--- src/rtl/ptu_pkg.sv ---
package ptu_pkg;
  parameter int NUM_EVT  = 3;
  parameter int CNT_W    = 32;
  parameter int ADDR_W   = 4;
  parameter int EVSEL_W  = 8;
  parameter int CYC_BIT  = 31;

  localparam logic [ADDR_W-1:0] A_CTRL   = 4'd0;
  localparam logic [ADDR_W-1:0] A_ENSET  = 4'd1;
  localparam logic [ADDR_W-1:0] A_ENCLR  = 4'd2;
  localparam logic [ADDR_W-1:0] A_FLAG   = 4'd3;
  localparam logic [ADDR_W-1:0] A_SWINC  = 4'd4;
  localparam logic [ADDR_W-1:0] A_EVSEL  = 4'd5;
  localparam logic [ADDR_W-1:0] A_USEREN = 4'd6;
  localparam int CNT_BASE = 8;
  localparam logic [ADDR_W-1:0] A_CYC    = ADDR_W'(CNT_BASE + NUM_EVT);

  typedef struct packed {
    logic [NUM_EVT-1:0] evtLoad;
    logic               cycLoad;
    logic               evtZero;
    logic               cycZero;
    logic [NUM_EVT-1:0] evtClr;
    logic               cycClr;
    logic [NUM_EVT-1:0] swInc;
    logic [NUM_EVT-1:0] evtRun;
    logic               cycRun;
    logic [NUM_EVT-1:0] hwSel;
    logic [CNT_W-1:0]   loadVal;
  } ptu_strobe_t;
endpackage

--- src/rtl/ptu_ctrl.sv ---
module ptu_ctrl
  import ptu_pkg::*;
(
  input  logic                            clk,
  input  logic                            rst_n,
  input  logic                            accWr,
  input  logic                            accRd,
  input  logic                            accUser,
  input  logic [ADDR_W-1:0]               accAddr,
  input  logic [CNT_W-1:0]                accWdata,
  input  logic [NUM_EVT-1:0]              evtFlag,
  input  logic                            cycFlag,
  input  logic [NUM_EVT-1:0][CNT_W-1:0]   evtCnt,
  input  logic [CNT_W-1:0]                cycCnt,
  output ptu_strobe_t                     strb,
  output logic                            userEn,
  output logic [CNT_W-1:0]                accRdata,
  output logic                            accErr
);
  localparam int PAD_W = CNT_W - 1 - NUM_EVT;

  logic                             globalEn;
  logic                             cycEn;
  logic [NUM_EVT-1:0]               enMask;
  logic [NUM_EVT-1:0][EVSEL_W-1:0]  evSel;
  logic                             accessOk;
  logic                             wrOk;
  logic                             rdOk;
  logic                             denied;
  logic [CNT_W-1:0]                 rdNext;

  assign accessOk = !accUser || userEn;
  assign denied   = ((accWr || accRd) && !accessOk) ||
                    (accWr && accUser && accAddr == A_USEREN);
  assign wrOk     = accWr && !denied;
  assign rdOk     = accRd && !denied;

  always_comb begin
    rdNext = '0;
    case (accAddr)
      A_CTRL:   rdNext = CNT_W'(globalEn);
      A_ENSET,
      A_ENCLR:  rdNext = {cycEn, {PAD_W{1'b0}}, enMask};
      A_FLAG:   rdNext = {cycFlag, {PAD_W{1'b0}}, evtFlag};
      A_EVSEL:  rdNext = CNT_W'(evSel);
      A_USEREN: rdNext = CNT_W'(userEn);
      A_CYC:    rdNext = cycCnt;
      default: begin
        for (int i = 0; i < NUM_EVT; i++)
          if (accAddr == ADDR_W'(CNT_BASE + i)) rdNext = evtCnt[i];
      end
    endcase
  end

  always_comb begin
    strb = '0;
    strb.loadVal = accWdata;
    strb.cycRun  = globalEn && cycEn;
    for (int i = 0; i < NUM_EVT; i++) begin
      strb.evtRun[i] = globalEn && enMask[i];
      strb.hwSel[i]  = (evSel[i] != '0);
    end
    if (wrOk) begin
      case (accAddr)
        A_CTRL: begin
          strb.evtZero = accWdata[1];
          strb.cycZero = accWdata[2];
        end
        A_FLAG: begin
          strb.evtClr = accWdata[NUM_EVT-1:0];
          strb.cycClr = accWdata[CYC_BIT];
        end
        A_SWINC: begin
          for (int i = 0; i < NUM_EVT; i++)
            strb.swInc[i] = accWdata[i] && (evSel[i] == '0);
        end
        A_CYC: strb.cycLoad = 1'b1;
        default: begin
          for (int i = 0; i < NUM_EVT; i++)
            if (accAddr == ADDR_W'(CNT_BASE + i)) strb.evtLoad[i] = 1'b1;
        end
      endcase
    end
  end

  always_ff @(posedge clk or negedge rst_n) begin
    if (!rst_n) begin
      globalEn <= 1'b0;
      cycEn    <= 1'b0;
      enMask   <= '0;
      evSel    <= '0;
      userEn   <= 1'b0;
      accRdata <= '0;
      accErr   <= 1'b0;
    end else begin
      accErr   <= denied;
      accRdata <= rdOk ? rdNext : '0;
      if (wrOk) begin
        case (accAddr)
          A_CTRL:   globalEn <= accWdata[0];
          A_ENSET: begin
            enMask <= enMask | accWdata[NUM_EVT-1:0];
            cycEn  <= cycEn | accWdata[CYC_BIT];
          end
          A_ENCLR: begin
            enMask <= enMask & ~accWdata[NUM_EVT-1:0];
            cycEn  <= cycEn & ~accWdata[CYC_BIT];
          end
          A_EVSEL:  evSel  <= accWdata[NUM_EVT*EVSEL_W-1:0];
          A_USEREN: userEn <= accWdata[0];
          default: ;
        endcase
      end
    end
  end
endmodule

--- src/rtl/ptu_datapath.sv ---
module ptu_datapath
  import ptu_pkg::*;
(
  input  logic                            clk,
  input  logic                            rst_n,
  input  ptu_strobe_t                     strb,
  input  logic [NUM_EVT-1:0]              eventIn,
  output logic [NUM_EVT-1:0][CNT_W-1:0]   evtCnt,
  output logic [CNT_W-1:0]                cycCnt,
  output logic [NUM_EVT-1:0]              evtFlag,
  output logic                            cycFlag
);
  for (genvar g = 0; g < NUM_EVT; g++) begin : g_evt
    logic incNow;
    logic wrapNow;
    assign incNow  = strb.evtRun[g] && (strb.swInc[g] || (strb.hwSel[g] && eventIn[g]));
    assign wrapNow = incNow && !strb.evtZero && !strb.evtLoad[g] && (evtCnt[g] == '1);

    always_ff @(posedge clk or negedge rst_n) begin
      if (!rst_n)                 evtCnt[g] <= '0;
      else if (strb.evtZero)      evtCnt[g] <= '0;
      else if (strb.evtLoad[g])   evtCnt[g] <= strb.loadVal;
      else if (incNow)            evtCnt[g] <= evtCnt[g] + 1'b1;
    end

    always_ff @(posedge clk or negedge rst_n) begin
      if (!rst_n)                 evtFlag[g] <= 1'b0;
      else if (wrapNow)           evtFlag[g] <= 1'b1;
      else if (strb.evtClr[g])    evtFlag[g] <= 1'b0;
    end
  end

  logic cycWrap;
  assign cycWrap = strb.cycRun && !strb.cycZero && !strb.cycLoad && (cycCnt == '1);

  always_ff @(posedge clk or negedge rst_n) begin
    if (!rst_n)             cycCnt <= '0;
    else if (strb.cycZero)  cycCnt <= '0;
    else if (strb.cycLoad)  cycCnt <= strb.loadVal;
    else if (strb.cycRun)   cycCnt <= cycCnt + 1'b1;
  end

  always_ff @(posedge clk or negedge rst_n) begin
    if (!rst_n)             cycFlag <= 1'b0;
    else if (cycWrap)       cycFlag <= 1'b1;
    else if (strb.cycClr)   cycFlag <= 1'b0;
  end
endmodule

--- src/rtl/perf_tally_unit.sv ---
module perf_tally_unit
  import ptu_pkg::*;
(
  input  logic               clk,
  input  logic               rst_n,
  input  logic               accWr,
  input  logic               accRd,
  input  logic               accUser,
  input  logic [ADDR_W-1:0]  accAddr,
  input  logic [CNT_W-1:0]   accWdata,
  input  logic [NUM_EVT-1:0] eventIn,
  output logic [CNT_W-1:0]   accRdata,
  output logic               accErr
);
  ptu_strobe_t                    strb;
  logic                           userEn;
  logic [NUM_EVT-1:0][CNT_W-1:0]  evtCnt;
  logic [CNT_W-1:0]               cycCnt;
  logic [NUM_EVT-1:0]             evtFlag;
  logic                           cycFlag;

  ptu_ctrl ctrl_i (
    .clk(clk), .rst_n(rst_n), .accWr(accWr), .accRd(accRd), .accUser(accUser),
    .accAddr(accAddr), .accWdata(accWdata), .evtFlag(evtFlag), .cycFlag(cycFlag),
    .evtCnt(evtCnt), .cycCnt(cycCnt), .strb(strb), .userEn(userEn),
    .accRdata(accRdata), .accErr(accErr)
  );

  ptu_datapath dp_i (
    .clk(clk), .rst_n(rst_n), .strb(strb), .eventIn(eventIn),
    .evtCnt(evtCnt), .cycCnt(cycCnt), .evtFlag(evtFlag), .cycFlag(cycFlag)
  );
endmodule

--- config.mk ---
export PLATFORM = sky130hd
export DESIGN_NAME = perf_tally_unit
export DESIGN_NICKNAME = d
export VERILOG_FILES = /design/src/rtl/ptu_pkg.sv /design/src/rtl/ptu_ctrl.sv /design/src/rtl/ptu_datapath.sv /design/src/rtl/perf_tally_unit.sv
export SDC_FILE = /design/constraint.sdc
export NUM_CORES = 1
export LEC_CHECK = 0
export ABC_AREA = 1
export BUFFER_PORTS_ARGS = -buffer_cell sky130_fd_sc_hd__buf_2
export CAP_MARGIN = 20
export CORE_MARGIN = 2
export CORE_UTILIZATION = 50
export CTS_CLUSTER_DIAMETER = 200
export DETAILED_ROUTE_END_ITERATION = 8
export PLACE_DENSITY_LB_ADDON = 0.2
export SLEW_MARGIN = 5
export SYNTH_ARGS = -nofsm -noshare
export SYNTH_HDL_FRONTEND = slang
export SYNTH_HIERARCHICAL = 1
export SYNTH_SLANG_ARGS = --single-unit
--- constraint.sdc ---
create_clock -name clk -period 2.1 [get_ports clk]
set_clock_uncertainty 0.05 [all_clocks]
set_input_delay 0.105 -clock clk [delete_from_list [all_inputs] [get_ports clk]]
set_output_delay 0.105 -clock clk [all_outputs]
set_load 0.02 [all_outputs]
After elaboration in Yosys (flattened, before gate mapping):

Index checks and enable logic that the tools add are counted.

* bitwise operators: 6
* $add $sub $neg: 4
* equality and inequality tests: 14
* reduce and logical (&&, ||, !) cells: 67
* multiplexer cells: 36

Operators by type and width (count)
* 32-bit two-way mux: 16
* 32-bit one-hot mux with 6 select lines: 1
* 32-bit by 1-bit adder with 32-bit output (second input constant): 4
* 32-bit equality test (second input constant): 4
* 1-bit logical AND: 30
* 8-bit logical NOT: 3
* 8-bit nonzero test: 3
* 4-bit equality test (second input constant): 4
* 13-bit two-way mux: 1
* 4-bit by 3-bit equality test with 1-bit output (second input constant): 3
* 1-bit two-way mux: 12
* 3-bit nonzero test: 4
* 2-bit nonzero test: 5
* 1-bit logical NOT: 9
* 4-bit by 2-bit equality test with 1-bit output (second input constant): 2
* 2-bit AND reduction: 4
* 1-bit logical OR: 6
* 3-bit two-way mux: 2
* 3-bit one-hot mux with 2 select lines: 1
* 4-bit by 1-bit equality test with 1-bit output (second input constant): 1
* 4-bit logical NOT: 1
* 4-bit two-way mux: 1
* 4-bit OR reduction: 1
* 3-bit bitwise AND: 1
* 8 further kinds: 8

* output and inout port bits: 33
* logic and storage cells: 144
* flip-flop bits (word level): 195
* input bits: 44

Longest topological paths before layout:

* word-level depth: 14
* gate-level depth with buffers: 17
* mapped depth without buffers: 15

Hierarchy:

The synthesis kept the hierarchy.

Modules (own cells, without submodules)
* ptu_datapath: times used 1, cells an instance 1612, seq. area each 3303.2 sq um, area an instance 9875.7 sq um
* ptu_ctrl: times used 1, cells an instance 597, seq. area each 1576.5 sq um, area an instance 4037.6 sq um

Worst setup path after synthesis:

Ideal clock, no wire load.

* kind: reg2reg
* start point: register ctrl_i.userEn
* end point: register dp_i/evtCnt[95] in the netlist's numbering
* cell stages (with the launch flop): 16
* library setup time: 65 ps
* slack: -21 ps
* path buffers: 3
* required time: 1985 ps
* clock period less this slack: 2121 ps
* data arrival time: 2007 ps
* path through: dfrtp_1 > inv_1 > nand3_1 > nand3_2 > buf_2 > nor2_1 > inv_2 > nor2_1 > inv_2 > nand3_2 > nand2_2 > buf_4 > buf_6 > a21oi_1 > nand2_1 > nand2_1

RTL lines
* start, declared: line ptu_ctrl.sv:16 `output logic userEn,`
* start signal, assigned: line ptu_ctrl.sv:110 `A_USEREN: userEn <= accWdata[0];`
* end signal, assigned by index: line ptu_datapath.sv:22 `else if (strb.evtLoad[g]) evtCnt[g] <= strb.loadVal;`
* end signal, assigned by index: line ptu_datapath.sv:23 `else if (incNow) evtCnt[g] <= evtCnt[g] + 1'b1;`
* end, declared: line ptu_datapath.sv:8 `output logic [NUM_EVT-1:0][CNT_W-1:0] evtCnt,`

==> flow_summary.toml <==
[run_status]
status = "finished clean"

[critical_path]
reg2regPathDepth = 12
worstSetupStartpointType = "flip-flop"
crit_path_end_kind = "flip-flop"
cp_data_required_time_ns = 2.38
worst-setup-path-type = "flip-flop to flip-flop"
critPathMaxFanout = 5
arrival_ns = 2.31

[sta]
setup_viol = 0
fin_ws_ns = 0.0662
hold_violations = 0
fmax_mhz = 492
finalCritPeriodShare_pct = 96.8
worst_slew_pin_slew_ns = 0.590
slew-limit-headroom_pct = 60.7
rsz0062_at_grt = "yes"
finalCriticalPeriod_ns = 2.03
tns_ns = 0
maxSlewViolCount = 0

[clock_tree]
clk_latency_ns = 0.46
htreeDepth = 4
clk_pin_slew_ns = 0.07
clock-root-buffer = "clkbuf_16"
cts_tree = "yes"
cts.sinks = 195
cts_buffers = 17
cts_buffer_depth = 2

[placement]
gp_congestion = 1.03
place_ws_ns = 0.0785
io_buffers = 76
dp_hpwl_mm = 37.9

[die]
start_util_pct = 50.5
die_y_um = 171
fp-row-count = 61
die_area_um2 = 29200
coreArea_um2 = 27600
die_x_um = 171
num_io_pins = 77

[synthesis]
synth_area_per_cell_um2 = 6.30
synth_area_leaders = "dfrtp_1 (35%), nand2_1 (23%), nand3_1 (6.8%)"
synth_top_cell_by_area = "dfrtp_1"
post-synth-top-count-cell = "nand2_1"
netlist_instances = 2209
synth-async-reset-ratio_pct = 100
synth_nets = 2257
synth_cell_type_count = 34
netlist_top_cells_count = "nand2_1 (849), inv_1 (235), dfrtp_1 (195), nand3_1 (189), nor2_1 (177)"
yosysSeqAreaShare_pct = 35.1
synth_area_um2 = 13900
synth_edf_count = 0
ys_dominant_reg_cell = "dfrtp_1"
synth_seq_cells = 195
synth_top_area_share_pct = 35.1
yosysWarnings = 6

[routing]
ant_nets = 0
dr_total_vias = 15200
drt_iter0_markers = 2036
wirelength_mm = 53.0
drtPass1Iterations = 6
drc = 0
wl_per_cell_um = 19.7
viasPerCell = 5.65

[min_path]
hp-class = "input pin to flip-flop"
min_path_cells = 5

[grt]
antenna_found_initial = 0
grt_start_max_net_pins = 58
grt_pass1_wl_mm = 78.9
groute.usage.overall_pct = 36.0
first_global_vias = 13500
grt_overflow_total = 0

[flow_run]
max-cap-violations = 0

[pwr]
p_sw_share_pct = 40.6
leakagePower_nw = 7.67
power.switching_w = 0.00589
ir_worst_vdd_mv = 0.613
seq_power_share_pct = 45.6
combinationalPowerShare_pct = 29.4
p_int_w = 0.00860
p_clk_share_pct = 25.0
p_per_area_nw_per_um2 = 899

[finish]
area_delta_synth_final_pct = 15.8
drive_above_1_share_pct = 12.4
fill_cells = 2640
seq_area_um2 = 4880
multi_input_area_um2 = 7720
nets = 2350
[repair_timing]
item,in CTS,in global routing
resized for setup,0,54
setup buffers,0,8
endpoints found under the hold margin,83,0
setup endpoints to repair,0,127
hold buffers,29,0
[per-stage QoR]
| step | hold WS, ns | cell area (µm²) | instances | util (%) | power (W) |
|---|---|---|---|---|---|
| floorplan | -0.241 | 13900 | 2209 | - | 0.00894 |
| global placement | 0.0807 | 14800 | 2619 | 53.8 | 0.0103 |
| detailed placement | 0.0824 | 14800 | 2619 | 53.8 | 0.0105 |
| CTS | 0.0115 | 15700 | 2678 | 57.1 | 0.0141 |
| global route | 0.0415 | 16100 | 2691 | 58.5 | 0.0153 |
| finish | 0.0284 | 16100 | 2692 | 58.5 | 0.0145 |
[kinds of logic (layout without fill, tap and decap cells)]
group	after synthesis	in the layout	synth area share (%)
XOR/XNOR	23	23	1.45
AND/OR/NAND/NOR	1342	1342	41.1
other	0	1	0
AO/OA/AOI/OAI	300	300	11.3
flip-flops	195	195	35.1
buffers and inverters	345	449	10.7
adder cells (fa/ha/maj)	4	4	0.360
[cells in the final DEF (no fill, tap or decap), drive strengths merged, types with 16 or more instances in the layout]
master,count
o21ai,138
xor2,19
clkbuf,25
nand2,863
a21oi,136
nor2,219
dlygate4sd3,27
or2,28
nand3b,16
dfrtp,195
buf,141
nand3,191
inv,245
[final cells by class]
cell class | count | area share (%)
Sequential cell | 195 | 30.3
Multi-Input combinational cell | 1669 | 47.9
Tap cell | 378 | 2.93
Clock inverter | 10 | 1.07
Clock buffer | 20 | 2.77
Antenna cell | 1 | 0.0155
Inverter | 244 | 5.76
Timing Repair Buffer | 175 | 9.27
[power groups by stage]
stage          clock network [W]  logic [W]  registers (W)
5_1_grt                  0.00379    0.00482        0.00674
2_1_floorplan                  0    0.00292        0.00602
3_5_place_dp                   0    0.00395        0.00654
3_3_place_gp                   0    0.00380        0.00652
6_report                 0.00363    0.00426        0.00661
4_1_cts                  0.00364    0.00402        0.00649
[sequential cells by signal (all words and copies together) (netlist names), named ones only]
register,flops
ctrl_i/evSel,24
dp_i/cycCnt,32
dp_i/evtCnt,96
dp_i/evtFlag,3
ctrl_i/globalEn,1
ctrl_i/accRdata,32
ctrl_i/accErr,1
ctrl_i/userEn,1
dp_i/cycFlag,1
[layer usage]
layer | up-vias | GRT usage (%) | part of all wire [%]
met5 | - | 0 | 0
met3 | 150 | 6.57 | 10
li1 | 7125 | - | -
met2 | 914 | 54.2 | 43
met1 | 7030 | 50.0 | 42
met4 | 0 | 17.1 | 4.7
[worst max-delay path: stages, from the launching register on]
cell	delay, ns
dfrtp_1	0.36
inv_2	0.05
nand3_2	0.08
nand3_4	0.13
buf_8	0.16
nor3_4	0.25
nor2_4	0.05
nand2_2	0.08
buf_6	0.12
clkinvlp_4	0.21
buf_12	0.21
nand2_1	0.06
o21ai_1	0.08
[worst paths after layout]
check | slack [ns] | startpoint | to
min | 0.03 | accRd | ctrl_i/accRdata[2]$_DFF_PN0_
max | 0.07 | ctrl_i/userEn$_DFFE_PN0P_ | dp_i/cycCnt[2]$_DFFE_PN0P_
max reg2reg | 0.07 | ctrl_i/userEn$_DFFE_PN0P_ | dp_i/cycCnt[2]$_DFFE_PN0P_
max in group asynchronous | 1.16 | rst_n | ctrl_i/accRdata[16]$_DFF_PN0_
min in group asynchronous | 0.14 | rst_n | async pin
min reg2reg | 0.48 | flip-flop | flip-flop
No activity file was read; power rests on OpenSTA's default activity.
